File: src/rtl/pft_pkg.sv
package pft_pkg;
  localparam int THR_W      = 11;
  localparam int WORD_W     = THR_W + 1;
  localparam int FRAME_W    = 16;
  localparam int SLOT_TICKS = 20;
  localparam int HIGH_ONE   = 14;
  localparam int HIGH_ZERO  = 7;
  localparam int TICK_W     = $clog2(SLOT_TICKS);
  localparam int BIT_W      = $clog2(FRAME_W);

  localparam int RATE_150_HZ = 3_000_000;
  localparam int RATE_300_HZ = 6_000_000;
  localparam int RATE_600_HZ = 12_000_000;

  typedef enum logic [1:0] {
    SPD_150  = 2'b00,
    SPD_300  = 2'b01,
    SPD_600  = 2'b10,
    SPD_600B = 2'b11
  } speed_e;

  // throttle, request flag, then XOR of the three nibbles of those 12 bits
  function automatic logic [FRAME_W-1:0] pack_frame(input logic [THR_W-1:0] thr,
                                                    input logic req);
    logic [WORD_W-1:0] w;
    w = {thr, req};
    return {w, w[11:8] ^ w[7:4] ^ w[3:0]};
  endfunction
endpackage

File: src/rtl/pft_rst_sync.sv
module pft_rst_sync #(
  parameter int STAGES = 2
) (
  input  logic clk,
  input  logic arst_n,
  output logic srst_n
);
  logic [STAGES-1:0] sync_q;

  always_ff @(posedge clk or negedge arst_n) begin
    if (!arst_n) sync_q <= '0;
    else         sync_q <= {sync_q[STAGES-2:0], 1'b1};
  end

  assign srst_n = sync_q[STAGES-1];
endmodule

File: src/rtl/pft_timebase.sv
module pft_timebase
  import pft_pkg::*;
#(
  parameter int PRE_W = 4
) (
  input  logic              clk,
  input  logic              rst_n,
  input  logic              start,
  input  logic              abort,
  input  logic [PRE_W-1:0]  presc_in,
  output logic [TICK_W-1:0] tick_cnt,
  output logic              slot_end,
  output logic              frame_end,
  output logic              running
);
  localparam logic [TICK_W-1:0] TICK_LAST = TICK_W'(SLOT_TICKS - 1);
  localparam logic [BIT_W-1:0]  BIT_LAST  = BIT_W'(FRAME_W - 1);

  logic [PRE_W-1:0]  lim_q, lim_d, pre_q, pre_d;
  logic [TICK_W-1:0] tick_q, tick_d;
  logic [BIT_W-1:0]  bit_q, bit_d;
  logic              run_q, run_d;
  logic              tick_en, reg_en;

  assign tick_en   = run_q && (pre_q == lim_q);
  assign slot_end  = tick_en && (tick_q == TICK_LAST);
  assign frame_end = slot_end && (bit_q == BIT_LAST);
  assign reg_en    = start || abort || run_q;

  always_comb begin
    lim_d  = lim_q;
    pre_d  = pre_q;
    tick_d = tick_q;
    bit_d  = bit_q;
    run_d  = run_q;
    if (start) begin
      lim_d  = presc_in;
      pre_d  = '0;
      tick_d = '0;
      bit_d  = '0;
      run_d  = 1'b1;
    end else if (abort) begin
      pre_d  = '0;
      tick_d = '0;
      bit_d  = '0;
      run_d  = 1'b0;
    end else if (run_q) begin
      pre_d = tick_en ? '0 : pre_q + PRE_W'(1);
      if (tick_en)   tick_d = slot_end ? '0 : tick_q + TICK_W'(1);
      if (slot_end)  bit_d  = frame_end ? '0 : bit_q + BIT_W'(1);
      if (frame_end) run_d  = 1'b0;
    end
  end

  always_ff @(posedge clk or negedge rst_n) begin
    if (!rst_n) begin
      lim_q  <= '0;
      pre_q  <= '0;
      tick_q <= '0;
      bit_q  <= '0;
      run_q  <= 1'b0;
    end else if (reg_en) begin
      lim_q  <= lim_d;
      pre_q  <= pre_d;
      tick_q <= tick_d;
      bit_q  <= bit_d;
      run_q  <= run_d;
    end
  end

  assign tick_cnt = tick_q;
  assign running  = run_q;

  assert_tick_range_R4: assert property (@(posedge clk) disable iff (!rst_n)
    run_q |-> (tick_q <= TICK_LAST));
  assert_tick_step_R4: assert property (@(posedge clk) disable iff (!rst_n)
    (tick_en && (tick_q != TICK_LAST) && !abort && !start) |=> (tick_q == $past(tick_q) + TICK_W'(1)));
  assert_start_zero_R7: assert property (@(posedge clk) disable iff (!rst_n)
    start |=> (run_q && tick_q == '0 && bit_q == '0 && pre_q == '0));
  assert_frame_stop_R8: assert property (@(posedge clk) disable iff (!rst_n)
    (frame_end && !start) |=> !run_q);
  assert_abort_stop_R9: assert property (@(posedge clk) disable iff (!rst_n)
    (abort && !start) |=> !run_q);
endmodule

File: src/rtl/pft_channel.sv
module pft_channel
  import pft_pkg::*;
(
  input  logic              clk,
  input  logic              rst_n,
  input  logic              enable,
  input  logic              wr_en,
  input  logic [THR_W-1:0]  wr_thr,
  input  logic              wr_req,
  input  logic              start,
  input  logic              slot_end,
  input  logic              frame_end,
  input  logic [TICK_W-1:0] tick_cnt,
  input  logic              invert,
  output logic              staged,
  output logic              busy,
  output logic              line
);
  localparam logic [TICK_W-1:0] ONE_LIM  = TICK_W'(HIGH_ONE);
  localparam logic [TICK_W-1:0] ZERO_LIM = TICK_W'(HIGH_ZERO);

  logic [WORD_W-1:0]  stage_q, stage_d;
  logic               pend_q, pend_d;
  logic [FRAME_W-1:0] shreg_q, shreg_d;
  logic               busy_q, busy_d;
  logic               launch, active;
  logic [TICK_W-1:0]  high_lim;

  assign launch = start && pend_q;

  always_comb begin
    stage_d = stage_q;
    pend_d  = pend_q;
    shreg_d = shreg_q;
    busy_d  = busy_q;
    if (!enable) begin
      busy_d = 1'b0;
    end else begin
      if (launch) begin
        busy_d  = 1'b1;
        shreg_d = pack_frame(stage_q[WORD_W-1:1], stage_q[0]);
        pend_d  = 1'b0;
      end else if (busy_q && slot_end) begin
        shreg_d = {shreg_q[FRAME_W-2:0], 1'b0};
        if (frame_end) busy_d = 1'b0;
      end
      if (wr_en && !busy_q) begin
        stage_d = {wr_thr, wr_req};
        pend_d  = 1'b1;
      end
    end
  end

  always_ff @(posedge clk or negedge rst_n) begin
    if (!rst_n) begin
      stage_q <= '0;
      pend_q  <= 1'b0;
      shreg_q <= '0;
      busy_q  <= 1'b0;
    end else begin
      stage_q <= stage_d;
      pend_q  <= pend_d;
      shreg_q <= shreg_d;
      busy_q  <= busy_d;
    end
  end

  assign high_lim = shreg_q[FRAME_W-1] ? ONE_LIM : ZERO_LIM;
  assign active   = busy_q && (tick_cnt < high_lim);
  assign line     = active ^ invert;
  assign busy     = busy_q;
  assign staged   = pend_q;

  assert_idle_level_R10: assert property (@(posedge clk) disable iff (!rst_n)
    !busy_q |-> (line == invert));
  assert_busy_write_R11: assert property (@(posedge clk) disable iff (!rst_n)
    (busy_q && wr_en) |=> $stable(stage_q));
  assert_disable_idle_R9: assert property (@(posedge clk) disable iff (!rst_n)
    !enable |=> !busy_q);
  assert_rise_on_start_R7: assert property (@(posedge clk) disable iff (!rst_n)
    $rose(busy_q) |-> $past(start));
  assert_fall_at_end_R8: assert property (@(posedge clk) disable iff (!rst_n)
    $fell(busy_q) |-> $past(frame_end || !enable));
endmodule

File: src/rtl/pulse_frame_tx.sv
module pulse_frame_tx
  import pft_pkg::*;
#(
  parameter int NUM_CH = 4,
  parameter int CLK_HZ = 48_000_000
) (
  input  logic                    clk,
  input  logic                    rst_n,
  input  logic                    enable,
  input  logic [1:0]              mode,
  input  logic [NUM_CH-1:0]       invert,
  input  logic [NUM_CH-1:0]       wr_en,
  input  logic [NUM_CH*THR_W-1:0] wr_throttle,
  input  logic [NUM_CH-1:0]       wr_telem,
  input  logic                    commit,
  output logic [NUM_CH-1:0]       busy,
  output logic [NUM_CH-1:0]       line_out
);
  localparam int DIV_150 = CLK_HZ / RATE_150_HZ;
  localparam int PRE_W   = (DIV_150 > 1) ? $clog2(DIV_150) : 1;
  localparam logic [PRE_W-1:0] PRE_150 = PRE_W'(CLK_HZ / RATE_150_HZ - 1);
  localparam logic [PRE_W-1:0] PRE_300 = PRE_W'(CLK_HZ / RATE_300_HZ - 1);
  localparam logic [PRE_W-1:0] PRE_600 = PRE_W'(CLK_HZ / RATE_600_HZ - 1);

  logic              srst_n;
  logic [PRE_W-1:0]  presc_sel;
  logic [TICK_W-1:0] tick_cnt;
  logic              slot_end, frame_end, running, start;
  logic [NUM_CH-1:0] staged_w, busy_w;

  pft_rst_sync #(.STAGES(2)) u_rst (
    .clk(clk), .arst_n(rst_n), .srst_n(srst_n)
  );

  always_comb begin
    case (speed_e'(mode))
      SPD_150: presc_sel = PRE_150;
      SPD_300: presc_sel = PRE_300;
      default: presc_sel = PRE_600;
    endcase
  end

  assign start = enable && commit && !running && (|staged_w);

  pft_timebase #(.PRE_W(PRE_W)) u_tb (
    .clk(clk), .rst_n(srst_n), .start(start), .abort(!enable),
    .presc_in(presc_sel), .tick_cnt(tick_cnt), .slot_end(slot_end),
    .frame_end(frame_end), .running(running)
  );

  for (genvar c = 0; c < NUM_CH; c++) begin : g_ch
    pft_channel u_ch (
      .clk(clk), .rst_n(srst_n), .enable(enable), .wr_en(wr_en[c]),
      .wr_thr(wr_throttle[c*THR_W +: THR_W]), .wr_req(wr_telem[c]),
      .start(start), .slot_end(slot_end), .frame_end(frame_end),
      .tick_cnt(tick_cnt), .invert(invert[c]), .staged(staged_w[c]),
      .busy(busy_w[c]), .line(line_out[c])
    );
  end

  assign busy = busy_w;

  assert_busy_in_run_R7: assert property (@(posedge clk) disable iff (!srst_n)
    (|busy_w) |-> running);
  assert_run_has_busy_R8: assert property (@(posedge clk) disable iff (!srst_n)
    running |-> (|busy_w));
  assert_commit_in_flight_R11: assert property (@(posedge clk) disable iff (!srst_n)
    (running && commit && !frame_end) |=> $stable(busy_w));
endmodule

File: config.mk
export PLATFORM = sky130hd
export DESIGN_NAME = pulse_frame_tx
export DESIGN_NICKNAME = d
export VERILOG_FILES = /design/src/rtl/pft_pkg.sv /design/src/rtl/pft_rst_sync.sv /design/src/rtl/pft_timebase.sv /design/src/rtl/pft_channel.sv /design/src/rtl/pulse_frame_tx.sv
export SDC_FILE = /design/constraint.sdc
export NUM_CORES = 1
export LEC_CHECK = 0
export BUFFER_PORTS_ARGS = -buffer_cell sky130_fd_sc_hd__buf_2
export CAP_MARGIN = 40
export CORE_MARGIN = 5
export CORE_UTILIZATION = 63
export DETAILED_ROUTE_END_ITERATION = 6
export PLACE_DENSITY_LB_ADDON = 0.12
export SLEW_MARGIN = 10
export SYNTH_ARGS = -nofsm -noshare
export SYNTH_HDL_FRONTEND = slang
export SYNTH_SLANG_ARGS = --single-unit
File: constraint.sdc
create_clock -name clk -period 6.1 [get_ports clk]
set_input_delay 0.915 -clock clk [delete_from_list [all_inputs] [get_ports clk]]
set_output_delay 0.915 -clock clk [all_outputs]
set_load 0.005 [all_outputs]
---- Word-level counts from Yosys, hierarchy flattened ----
Cells that the tools add are included.
word-level totals
  flip-flop bits (word level) ............. 140
  input bits .............................. 62
  word-level logic and storage cells ...... 168
operators by class
  add/sub/neg operators ................... 3
  order comparisons ....................... 4
  equal/unequal tests ..................... 15
  multiplexer cells ....................... 52
  bitwise logic cells ..................... 12
  reduce and logical (&&, ||, !) cells .... 60
operators with widths
  kind                                                                      count
  16-bit two-way mux                                                        8
  4-bit two-way mux                                                         13
  2-bit AND reduction                                                       18
  3-bit by 1-bit inequality test with 1-bit output (second input constant)  11
  4-bit XOR                                                                 8
  1-bit two-way mux                                                         25
  5-bit two-way mux                                                         5
  1-bit logical AND                                                         22
  5-bit less-than comparator                                                4
  2-bit nonzero test                                                        8
  4-bit by 1-bit adder with 4-bit output (second input constant)            2
  4-bit case mux with 2 select lines                                        1
  1-bit zero test                                                           6
  3-bit AND reduction                                                       2
  5-bit by 1-bit adder with 5-bit output (second input constant)            1
  5-bit equality test (second input constant)                               1
  4-bit equality test                                                       1
  4-bit equality test (second input constant)                               1
  4-bit OR reduction                                                        1
  1-bit XOR                                                                 4
  2-bit by 1-bit equality test with 1-bit output (second input constant)    1
  2-bit zero test                                                           1
  1-bit logical OR                                                          2

---- Depth between registers and ports, before layout ----
  depth in word-level cells ............... 9
  gate-level depth with buffers ........... 8

---- Hierarchy ----
From an unflattened synthesis, not the netlist that was laid out.
unflattened totals
  cells, all modules ...................... 568
  area total of the unflattened synthesis .. 7043.0 um^2
modules (own cells, without submodules)
  module          instances  cells each  area an instance (um^2)  sequential area each (um^2)
  pft_channel     4          113         1477.7                   750.7
  pft_timebase    1          106         1048.5                   450.4
  pft_rst_sync    1          3           53.8                     50.0
  pulse_frame_tx  1          7           30.0                     0.0

---- Worst setup path before layout ----
No wires, ideal clock.
  path type ............................... input to register
  start point ............................. input enable
  end point ............................... register g_ch[3].u_ch.shreg_q[13]
  library setup time ...................... 0.125 ns
  data arrival time ....................... 2.102 ns
  data required time ...................... 5.975 ns
  slack ................................... 3.873 ns
  stages on the path ...................... 6
  cell sequence ........................... and3b_1 -> buf_2 -> nand2_1 -> buf_2 -> mux2_2 -> mux2_4
between the ends
  longest elaborated chain between the ends .. 6
RTL lines
  element                         line                  text
  start, declared                 pulse_frame_tx.sv:9   input logic enable,
  1-bit logical AND (3 in a row)  pulse_frame_tx.sv:43  assign start = enable && commit && !running && (|staged_w);
  1-bit logical AND               pft_channel.sv:29     assign launch = start && pend_q;
  2-bit nonzero test (no line)    n/a
  2-bit AND reduction (no line)   n/a
  end signal, assigned            pft_channel.sv:63     shreg_q <= shreg_d;
  end, declared                   pft_channel.sv:24     logic [FRAME_W-1:0] shreg_q, shreg_d;
Several ways; a longest one is shown, not always the timed one.
A chain may end at the register's enable or synchronous reset.

---- Worst setup path in the final report ----
  start point ............................. register u_tb.tick_q[3], in the netlist u_tb.tick_cnt[3]
  end point ............................... output line_out[1]
between the ends
  longest elaborated chain between the ends .. 3
RTL lines
  element                     line                  text
  start, declared             pft_timebase.sv:20    logic [TICK_W-1:0] tick_q, tick_d;
  start signal, assigned      pft_timebase.sv:65    tick_q <= tick_d;
  5-bit less-than comparator  pft_channel.sv:69     assign active = busy_q && (tick_cnt < high_lim);
  1-bit logical AND           pft_channel.sv:69
  1-bit XOR                   pft_channel.sv:70     assign line = active ^ invert;
  end, declared               pulse_frame_tx.sv:17  output logic [NUM_CH-1:0] line_out
No other way between the ends.

==> run_results.csv <==
group,metric,value,unit
sta,rsz0062_at_grt,"no",
critical_path,endpoint_kind,"output pin",
yosys,synth_area,6690,sq um
sta,setup_violations,0,
clocking,post_cts_buffers,0,
critical_path,crit_type,"flip-flop to output pin",
yosys,synth.distinct_cells,56,
pwr,p_comb_share,20.8,%
yosys,synth_top_area_share,52.0,%
sta,fin_ws,3.22,ns
floorplan,fp.dieH,113,um
route,drt-pass1-iter-count,6,
pwr,power.switching,0.809,mW
yosys,syn_area_per_cell,11.9,sq um
route,drc,0,
pwr,vdd_ir_drop_max,0.286,mV
yosys,synthArstFlopShare,100,%
floorplan,die_w,113,um
route,via_per_inst,6.01,
placement,pre_cts_ws,2.92,ns
cells_and_area,syn2layout_area_growth,13.6,%
route,ant_nets,0,
critical_path,cp.arrival,1.96,ns
sta,period_needed,2.88,ns
clocking,htreeDepth,4,
cells_and_area,post-route-util,73.6,%
clocking,cts_tree,"yes",
sta,fin_hold_ws,0.170,ns
pwr,p_int,2.18,mW
yosys,synthFlopType,"dfrtp_1",
cells_and_area,n_antenna_cell,0,
clocking,cts.sinks,139,
sta,maxClockFrequency,347,MHz
route,drt_wl_total,14.0,mm
yosys,synthCells,560,
floorplan,core_area,10300,sq um
job,maxCapViolCount,0,
cells_and_area,final_cells,761,
floorplan,start_util,64.8,%
placement,gp_congestion,0.805,
placement,dp_hpwl,9.32,mm
yosys,yosysTopAreaCell,"dfrtp_1",
global_routing,antenna_found_initial,1,
cells_and_area,fin_area,7600,sq um
yosys,ys_ff_latch,139,
pwr,seqPwrFrac,47.5,%
yosys,ys_seq_area_share,52.0,%
global_routing,grt_max_degree,64,
yosys,synth_nets,629,
worst_hold_path,min_path_type,"primary input to async pin",
critical_path,worstSetupStartpointType,"flip-flop",
clocking,worstSkewPairLatency,0.52,ns
floorplan,rows,37,
sta,setup_tns,0,ns
clocking,numCtsBuffers,17,
pwr,p_total,2.99,mW
cells_and_area,drive_gt1_share,37.6,%
sta,fin_worst_skew,0.00580,ns
critical_path,critPathMaxFanout,11,
pwr,sw_frac_of_total,27.1,%
clocking,root_buffer,"clkbuf_8",
cells_and_area,fin_nets,682,
placement,dp.cells,730,
clocking,path_clk_slew,0.06,ns
yosys,yosysWarningCount,0,
route,vias,4570,
clocking,cts_hold_buffers,0,
placement,portBuffers,69,
sta,fin_crit_sh,47.2,%
sta,slew_headroom,38.1,%
placement,placed_cell_area,7060,sq um
clocking,cts_resized,0,
yosys,synth_area_leaders,"dfrtp_1, mux2_2, xnor2_1, o221a_2, or2_2",
run_status,status,"complete, no violations",
global_routing,grt_pass1_vias,4785,
sta,drv_slew,0,
floorplan,die_area,12800,sq um
pwr,p_clk_share,31.7,%
sta,hold_viol_final,0,
pwr,p_leak,3.20,nW
clocking,clockBufferDepth,2,
route,drt_iter0_drc,331,
route,routedWlPerCell,18.4,um
global_routing,grt_pass1_wl,23.8,mm
floorplan,pin_count,70,
pwr,powerDensity,393,nW/um^2
sta,worstMarginPinSlew,0.923,ns
global_routing,track_usage,23.4,%
yosys,synth_edf_count,0,
global_routing,grt_overflow_total,0,
critical_path,cp_data_required_time,5.18,ns
==> power by group through the flow <==
stage	clock, mW	combinational (mW)	sequential [mW]
CTS	0.963	0.629	1.42
global route	1.01	0.693	1.45
finish	0.948	0.621	1.42
global placement	0	0.575	1.42
floorplan	0	0.517	1.36
detailed placement	0	0.624	1.42
==> cells in the final DEF, fill, tap and decap left out, types with 3 or more instances in the layout <==
master,instances
nand2_1,21
nor2_1,20
a31oi_1,14
and3_1,4
nor3_1,3
buf_2,69
ha_1,7
clkbuf_16,16
nand3_1,19
clkbuf_8,6
o21ai_0,27
clkbuf_1,8
nor4_1,10
xnor2_1,32
o211ai_1,7
nand4_1,5
mux2i_1,8
inv_1,7
o31ai_1,4
xor2_1,6
nand3b_1,5
a22o_1,3
a21oi_1,16
or2_2,25
dfrtp_1,138
o221a_2,24
mux2_2,77
or4_1,4
==> cell usage after synthesis (4+ instances only) <==
cell type	instances
nor2_1	20
o211ai_1	7
o21ai_0	27
buf_2	11
o31ai_1	4
xnor2_1	32
inv_1	7
nand3b_1	5
buf_4	10
clkbuf_1	12
mux2_2	77
or2_2	25
a31oi_1	14
xor2_1	6
o221a_2	24
nand4_1	5
and3_1	4
mux2i_1	8
a21oi_1	16
nand2_1	21
ha_1	7
buf_1	5
or4_1	4
dfrtp_1	139
nor4_1	10
nand3_1	19
==> metal layers <==
layer  up-vias  wire [um]  global-route usage, %
li1       2155          -                      -
met1      2296       6440                   32.4
met2       105       6740                   36.3
met3        12        683                   6.47
met4         2        120                   7.37
met5         -         13                      0
==> layout make-up <==
class | count | area (sq um)
sequential | 139 | 3480
multi-input combinational | 375 | 2980
fill | 743 | 2720
clock buffer | 30 | 513
timing repair buffer | 73 | 399
tap | 136 | 170
clock inverter | 1 | 30.0
inverter | 7 | 26.3
==> sequential cells by signal, summed over array words and instances (netlist names) <==
register	count
g_ch.u_ch.busy	4
g_ch.u_ch.stage_q	48
g_ch.u_ch.staged	4
g_ch.u_ch.shreg_q	64
u_tb.pre_q	4
u_tb.lim_q	3
u_tb.tick_cnt	5
u_tb.running	1
u_rst.sync_q	2
u_tb.bit_q	4
==> cell families (layout without fill, tap and decap cells) <==
logic type               after synthesis  count (layout)  share of synthesized area (%)
adder cells (fa/ha/maj)                7               7                           1.31
AO/OA/AOI/OAI                        108             108                           11.9
other                                  1               1                         0.0561
buffers and inverters                 46             111                           3.46
XOR/XNOR                              40              40                           5.46
multiplexers                          88              88                           14.8
AND/OR/NAND/NOR                      131             131                           11.0
flip-flops                           139             139                           52.0
==> worst max-delay path: stages, from the launching register on <==
cell and delay (ns):
dfrtp_1 0.50, ha_1 0.33, o21ai_0 0.07, o211ai_1 0.26
xnor2_1 0.15, buf_2 0.13
==> worst paths after layout <==
kind	startpoint	to	slack, ns	cells past startpoint
max reg2reg	u_tb.tick_cnt[0]	g_ch[1].u_ch.shreg_q[11]	3.39	5
min reg2reg	u_rst.sync_q[1]	g_ch[0].u_ch.stage_q[7]	0.18	0
max	u_tb.tick_cnt[3]	line_out[1]	3.22	5
min	rst_n	u_rst.sync_q[0]	0.17	1
max in group asynchronous	u_rst.sync_q[1]	g_ch[3].u_ch.shreg_q[9]	4.52	2
min in group clk	u_rst.sync_q[0]	u_rst.sync_q[1]	0.37	0
Power figures use the tool's default switching activity.
